--- config.mk ---
export PLATFORM = sky130hd
export DESIGN_NAME = line_rd_addr
export DESIGN_NICKNAME = d
export VERILOG_FILES = /design/src/rtl/lra_pkg.sv /design/src/rtl/lra_shifter.sv /design/src/rtl/lra_line_ptr.sv /design/src/rtl/lra_bit_ptr.sv /design/src/rtl/line_rd_addr.sv
export SDC_FILE = /design/constraint.sdc
export NUM_CORES = 1
export LEC_CHECK = 0
export ABC_AREA = 1
export BUFFER_PORTS_ARGS = -buffer_cell sky130_fd_sc_hd__buf_2
export CORE_ASPECT_RATIO = 0.5
export CORE_MARGIN = 4
export CORE_UTILIZATION = 45
export DETAILED_ROUTE_END_ITERATION = 7
export PLACE_DENSITY = 0.78
export SYNTH_ARGS = -nofsm -noshare
export SYNTH_HDL_FRONTEND = slang
export SYNTH_SLANG_ARGS = --single-unit
--- constraint.sdc ---
create_clock -name clk -period 4.36 [get_ports clk]
set_clock_uncertainty 0.2 [all_clocks]
set_input_delay 0.872 -clock clk [delete_from_list [all_inputs] [get_ports clk]]
set_output_delay 0.872 -clock clk [all_outputs]
set_load 0.03 [all_outputs]
--- src/rtl/lra_pkg.sv ---
package lra_pkg;

    localparam int LINE_W_DEF = 9;
    localparam int BIT_W_DEF  = 10;

    typedef enum logic [1:0] {
        CYC_RUN   = 2'd0,
        CYC_LOAD  = 2'd1,
        CYC_RESET = 2'd2
    } cyc_e;

    typedef struct packed {
        logic clr;
        logic step;
    } line_req_t;

    function automatic cyc_e decode_cycle(input logic mode, input logic strobe);
        if (mode)
            return CYC_RESET;
        else if (strobe)
            return CYC_LOAD;
        else
            return CYC_RUN;
    endfunction

endpackage

--- src/rtl/lra_shifter.sv ---
module lra_shifter #(
    parameter int W = 9
) (
    input  logic         clk,
    input  logic         rst,
    input  logic         sdi,
    output logic [W-1:0] word
);
    logic [W-1:0] sh_q;

    always_ff @(posedge clk) begin
        if (rst)
            sh_q <= '0;
        else
            sh_q <= {sh_q[W-2:0], sdi};
    end

    // Value including the bit sampled at this edge
    assign word = {sh_q[W-2:0], sdi};

    a_r11_keeps_shifting: assert property (@(posedge clk) disable iff (rst)
        1'b1 |=> sh_q[0] == $past(sdi));
endmodule

--- src/rtl/lra_line_ptr.sv ---
module lra_line_ptr
    import lra_pkg::*;
#(
    parameter int W = 9
) (
    input  logic         clk,
    input  logic         rst,
    input  cyc_e         kind,
    input  line_req_t    req,
    input  logic [W-1:0] load_val,
    output logic [W-1:0] q
);
    logic [W-1:0] q_d;

    always_comb begin
        q_d = q;
        unique case (kind)
            CYC_LOAD:  q_d = load_val;
            CYC_RESET: begin
                if (req.clr)
                    q_d = '0;
                else if (req.step)
                    q_d = q + W'(1);
            end
            default:   q_d = q;
        endcase
    end

    always_ff @(posedge clk) begin
        if (rst)
            q <= '0;
        else
            q <= q_d;
    end

    a_r3_line_load: assert property (@(posedge clk) disable iff (rst)
        kind == CYC_LOAD |=> q == $past(load_val));
    a_r6_r8_line_clear: assert property (@(posedge clk) disable iff (rst)
        (kind == CYC_RESET && req.clr) |=> q == '0);
    a_r7_line_step: assert property (@(posedge clk) disable iff (rst)
        (kind == CYC_RESET && !req.clr && req.step) |=> q == W'($past(q) + 1));
    a_r9_line_hold: assert property (@(posedge clk) disable iff (rst)
        (kind == CYC_RUN || (kind == CYC_RESET && !req.clr && !req.step)) |=> $stable(q));
    a_r10_line_rst: assert property (@(posedge clk)
        rst |=> q == '0);
endmodule

--- src/rtl/lra_bit_ptr.sv ---
module lra_bit_ptr
    import lra_pkg::*;
#(
    parameter int W = 10
) (
    input  logic         clk,
    input  logic         rst,
    input  cyc_e         kind,
    input  logic [W-1:0] load_val,
    output logic [W-1:0] q
);
    logic [W-1:0] q_d;

    always_comb begin
        unique case (kind)
            CYC_LOAD:  q_d = load_val;
            CYC_RESET: q_d = '0;
            default:   q_d = q + W'(1);
        endcase
    end

    always_ff @(posedge clk) begin
        if (rst)
            q <= '0;
        else
            q <= q_d;
    end

    a_r3_bit_load: assert property (@(posedge clk) disable iff (rst)
        kind == CYC_LOAD |=> q == $past(load_val));
    a_r4_bit_step: assert property (@(posedge clk) disable iff (rst)
        kind == CYC_RUN |=> q == W'($past(q) + 1));
    a_r5_bit_clear: assert property (@(posedge clk) disable iff (rst)
        kind == CYC_RESET |=> q == '0);
    a_r10_bit_rst: assert property (@(posedge clk)
        rst |=> q == '0);
endmodule

--- src/rtl/line_rd_addr.sv ---
module line_rd_addr
    import lra_pkg::*;
#(
    parameter int LINE_W = LINE_W_DEF,
    parameter int BIT_W  = BIT_W_DEF
) (
    input  logic              clk,
    input  logic              rst,
    input  logic              rd_rst_mode,
    input  logic              en_clr,
    input  logic              x_step,
    input  logic              x_sdi,
    input  logic              y_sdi,
    output logic [LINE_W-1:0] line_addr,
    output logic [BIT_W-1:0]  bit_addr
);
    cyc_e              kind;
    line_req_t         lreq;
    logic [LINE_W-1:0] x_word;
    logic [BIT_W-1:0]  y_word;

    assign kind      = decode_cycle(rd_rst_mode, en_clr);
    assign lreq.clr  = en_clr;
    assign lreq.step = x_step;

    lra_shifter #(.W(LINE_W)) u_xsh (
        .clk(clk), .rst(rst), .sdi(x_sdi), .word(x_word)
    );

    lra_shifter #(.W(BIT_W)) u_ysh (
        .clk(clk), .rst(rst), .sdi(y_sdi), .word(y_word)
    );

    lra_line_ptr #(.W(LINE_W)) u_line (
        .clk(clk), .rst(rst), .kind(kind), .req(lreq),
        .load_val(x_word), .q(line_addr)
    );

    lra_bit_ptr #(.W(BIT_W)) u_bit (
        .clk(clk), .rst(rst), .kind(kind),
        .load_val(y_word), .q(bit_addr)
    );

    a_r9_step_ignored_in_run: assert property (@(posedge clk) disable iff (rst)
        (!rd_rst_mode && !en_clr && x_step) |=> $stable(line_addr));
endmodule

==> flow_metrics.py <==
metrics = {
    "route": {
        "drc": 0,
        "vias": 1314,
        "wire_per_inst_um": 10.48,
        "routed_wl_mm": 2.925,
        "vias_per_cell": 4.710,
        "first_iter_violations": 54,
        "dr.pass1.iters": 4,
        "ant_nets": 0,
    },
    "worst_setup_path": {
        "cp.arrival_ns": 0.92,
        "worstSetupPathType": "reg -> out",
        "cp_data_required_time_ns": 3.29,
        "critPathMaxStageDelay_ns": 0.41,
        "cp-end-kind": "output port",
        "startpoint_type": "flop",
        "critPathTopFamily": "flip-flops",
        "path_buf_inv": 1,
        "worstPathMaxFanout": 4,
        "worstPathCellList": "buf_2",
        "slowest_stage": "dfxtp_1",
    },
    "floorplan": {
        "start_util": 0.4896,
        "fp.dieW_um": 90.60,
        "io_pins": 26,
        "die_area_um2": 4467,
        "die_h_um": 49.30,
        "placementRows": 14,
        "coreArea_um2": 3136,
    },
    "clock_network": {
        "root_buffer": "clkbuf_8",
        "postCtsHoldBufs": 0,
        "cts_inserted_buffers": 5,
        "cts.sinks": 36,
        "htreeDepth": 2,
        "tritoncts": "yes",
        "clk_pin_slew_worst_paths_ns": 0.07,
        "ctsResizeCount": 0,
        "post_cts_buffers": 0,
        "clockBufferDepth": 2,
        "clk_latency_ns": 0.28,
    },
    "global_route": {
        "grt_max_degree": 20,
        "grt_pass1_vias": 1147,
        "overflow": 0,
        "antenna_found_initial": 0,
        "grtUsageTotal": 0.1396,
        "grt_pass1_wl_mm": 5.016,
    },
    "synthesis": {
        "yosysWarnings": 0,
        "synth_flop_cell": "dfxtp_1",
        "synthMuxAreaShare": 0,
        "syn-cell-area_um2": 1535,
        "synth_seq_cells": 36,
        "synthSimpleGateAreaFrac": 0.2404,
        "yosysSeqAreaShare": 0.4694,
        "synth_top_area_frac": 0.4694,
        "yosys.area.top_type": "dfxtp_1",
        "synth_edf_count": 0,
        "async_reset_ff_frac": 0,
        "synth.distinct_cells": 22,
        "synth_top_family_by_area": "simple AND/OR/NAND/NOR gates",
        "synth_compound_area_frac": 0.1581,
        "syn-mean-instance-area_um2": 7.346,
        "synth_xor_area_frac": 0.01141,
        "synthAdderAreaFrac": 0.01630,
        "postSynthCellCount": 209,
        "yosys-top-cells-count": "37 x nand2_1, 36 x dfxtp_1, 33 x inv_1, 28 x nor2_1, 21 x a21oi_1",
        "yosys-top-cells-area": "dfxtp_1 47%, nand2_1 9.0%, inv_1 8.1%, a21oi_1 6.8%, nor2_1 6.8%",
        "yosysMostFrequentCell": "nand2_1",
        "synth_nets": 218,
    },
    "outcome": {
        "status": "complete, no violations",
    },
    "sta": {
        "min_period_ns": 1.992,
        "relSlewSlack": 0.7999,
        "hold_violations": 0,
        "rsz0062_at_grt": "false",
        "drv_slew": 0,
        "tns_ns": 0,
        "tightest_slew_ns": 0.3002,
        "finalSetupViolCount": 0,
        "fin_crit_sh": 0.4568,
        "fmax_mhz": 502.0,
    },
    "pwr": {
        "peakVddDrop_uv": 150.6,
        "leakage_nw": 0.8027,
        "power_density_nw_per_um2": 360.3,
    },
    "layout": {
        "n_fill_cell": 293,
        "antennaDiodeCount": 0,
        "drive_gt1_frac": 0.1925,
        "syn2layout_area_growth_pct": 15.89,
        "final_util": 0.5674,
        "nets": 247,
    },
    "job": {
        "maxCapViolations": 0,
    },
    "place": {
        "io_buffers": 25,
        "place_hpwl_mm": 2.206,
        "place_congestion": 0.8504,
    },
    "worst_hold_path": {
        "hold_path.class": "reg -> reg",
    },
}
## worst paths after layout
path	startpoint	endpoint	slack, ns	depth (start not counted)
worst max-delay path	u_bit.q[2]	bit_addr[2]	2.37	1
worst max register to register	u_bit.q[0]	u_bit.q[8]	2.81	7
worst min-delay path	u_ysh.sh_q[5]	u_ysh.sh_q[6]	0.22	2
worst min register to register	u_ysh.sh_q[5]	u_ysh.sh_q[6]	0.22	2
## through the flow
step / hold WS (ns) / instances / area (µm²) / power [mW] / worst slack, ns
3_3_place_gp: 0.2091 / 271 / 1689 / 0.4116 / 2.335
4_1_cts: 0.2211 / 279 / 1779 / 0.6457 / 2.360
5_1_grt: 0.2409 / 279 / 1779 / 0.6705 / 2.312
2_1_floorplan: 0.1997 / 209 / 1535 / 0.3957 / 2.556
3_5_place_dp: 0.2107 / 271 / 1689 / 0.4130 / 2.267
6_report: 0.2177 / 279 / 1779 / 0.6410 / 2.368
## cell usage in the layout (no fill, tap or decap), drive strengths merged
cell type and count:
nand3 12, inv 37, nand4 1, nand2 38, clkbuf 8, dfxtp 36
or2 1, ha 2, o21ai 19, a21oi 24, xnor2 2, a22o 1
nor2 33, buf 25
## flip-flops by register name (all words and copies together), names as in the netlist
register    flops
u_bit.q        10
u_line.q        9
u_xsh.sh_q      8
u_ysh.sh_q      9
## area by class of cell
| type | instances | area [µm²] | area share |
|---|---|---|---|
| clock buffers | 8 | 90.09 | 0.05063 |
| inverters | 37 | 138.9 | 0.07806 |
| multi-input cells | 133 | 654.4 | 0.3678 |
| flip-flops and latches | 36 | 720.7 | 0.4051 |
| well taps | 40 | 50.05 | 0.02813 |
| repair buffers | 25 | 125.1 | 0.07032 |
## tightest hold or removal path, cell delays in order (launching register included)
cell     delay, ns
dfxtp_1       0.30
inv_1         0.04
nor2_1        0.04
## per-layer routing
metal	share of wire	global-route usage	vias up
met5	0	0	-
met4	0.014	0.06853	0
met3	0.044	0.05085	4
met2	0.43	0.2110	21
met1	0.51	0.1760	576
li1	-	-	713
## kinds of logic after synthesis
group,count (synthesis)
XOR/XNOR,2
adder cells (fa/ha/maj),2
flip-flops,36
AO/OA/AOI/OAI,44
buffers and inverters,40
AND/OR/NAND/NOR,85
## power by group
group,internal (mW),switching [mW]
Clock,0.129,0.107
Sequential,0.339,0.00877
Combinational,0.0177,0.0407
Total,0.485,0.156
Power figures use the tool's default switching activity.
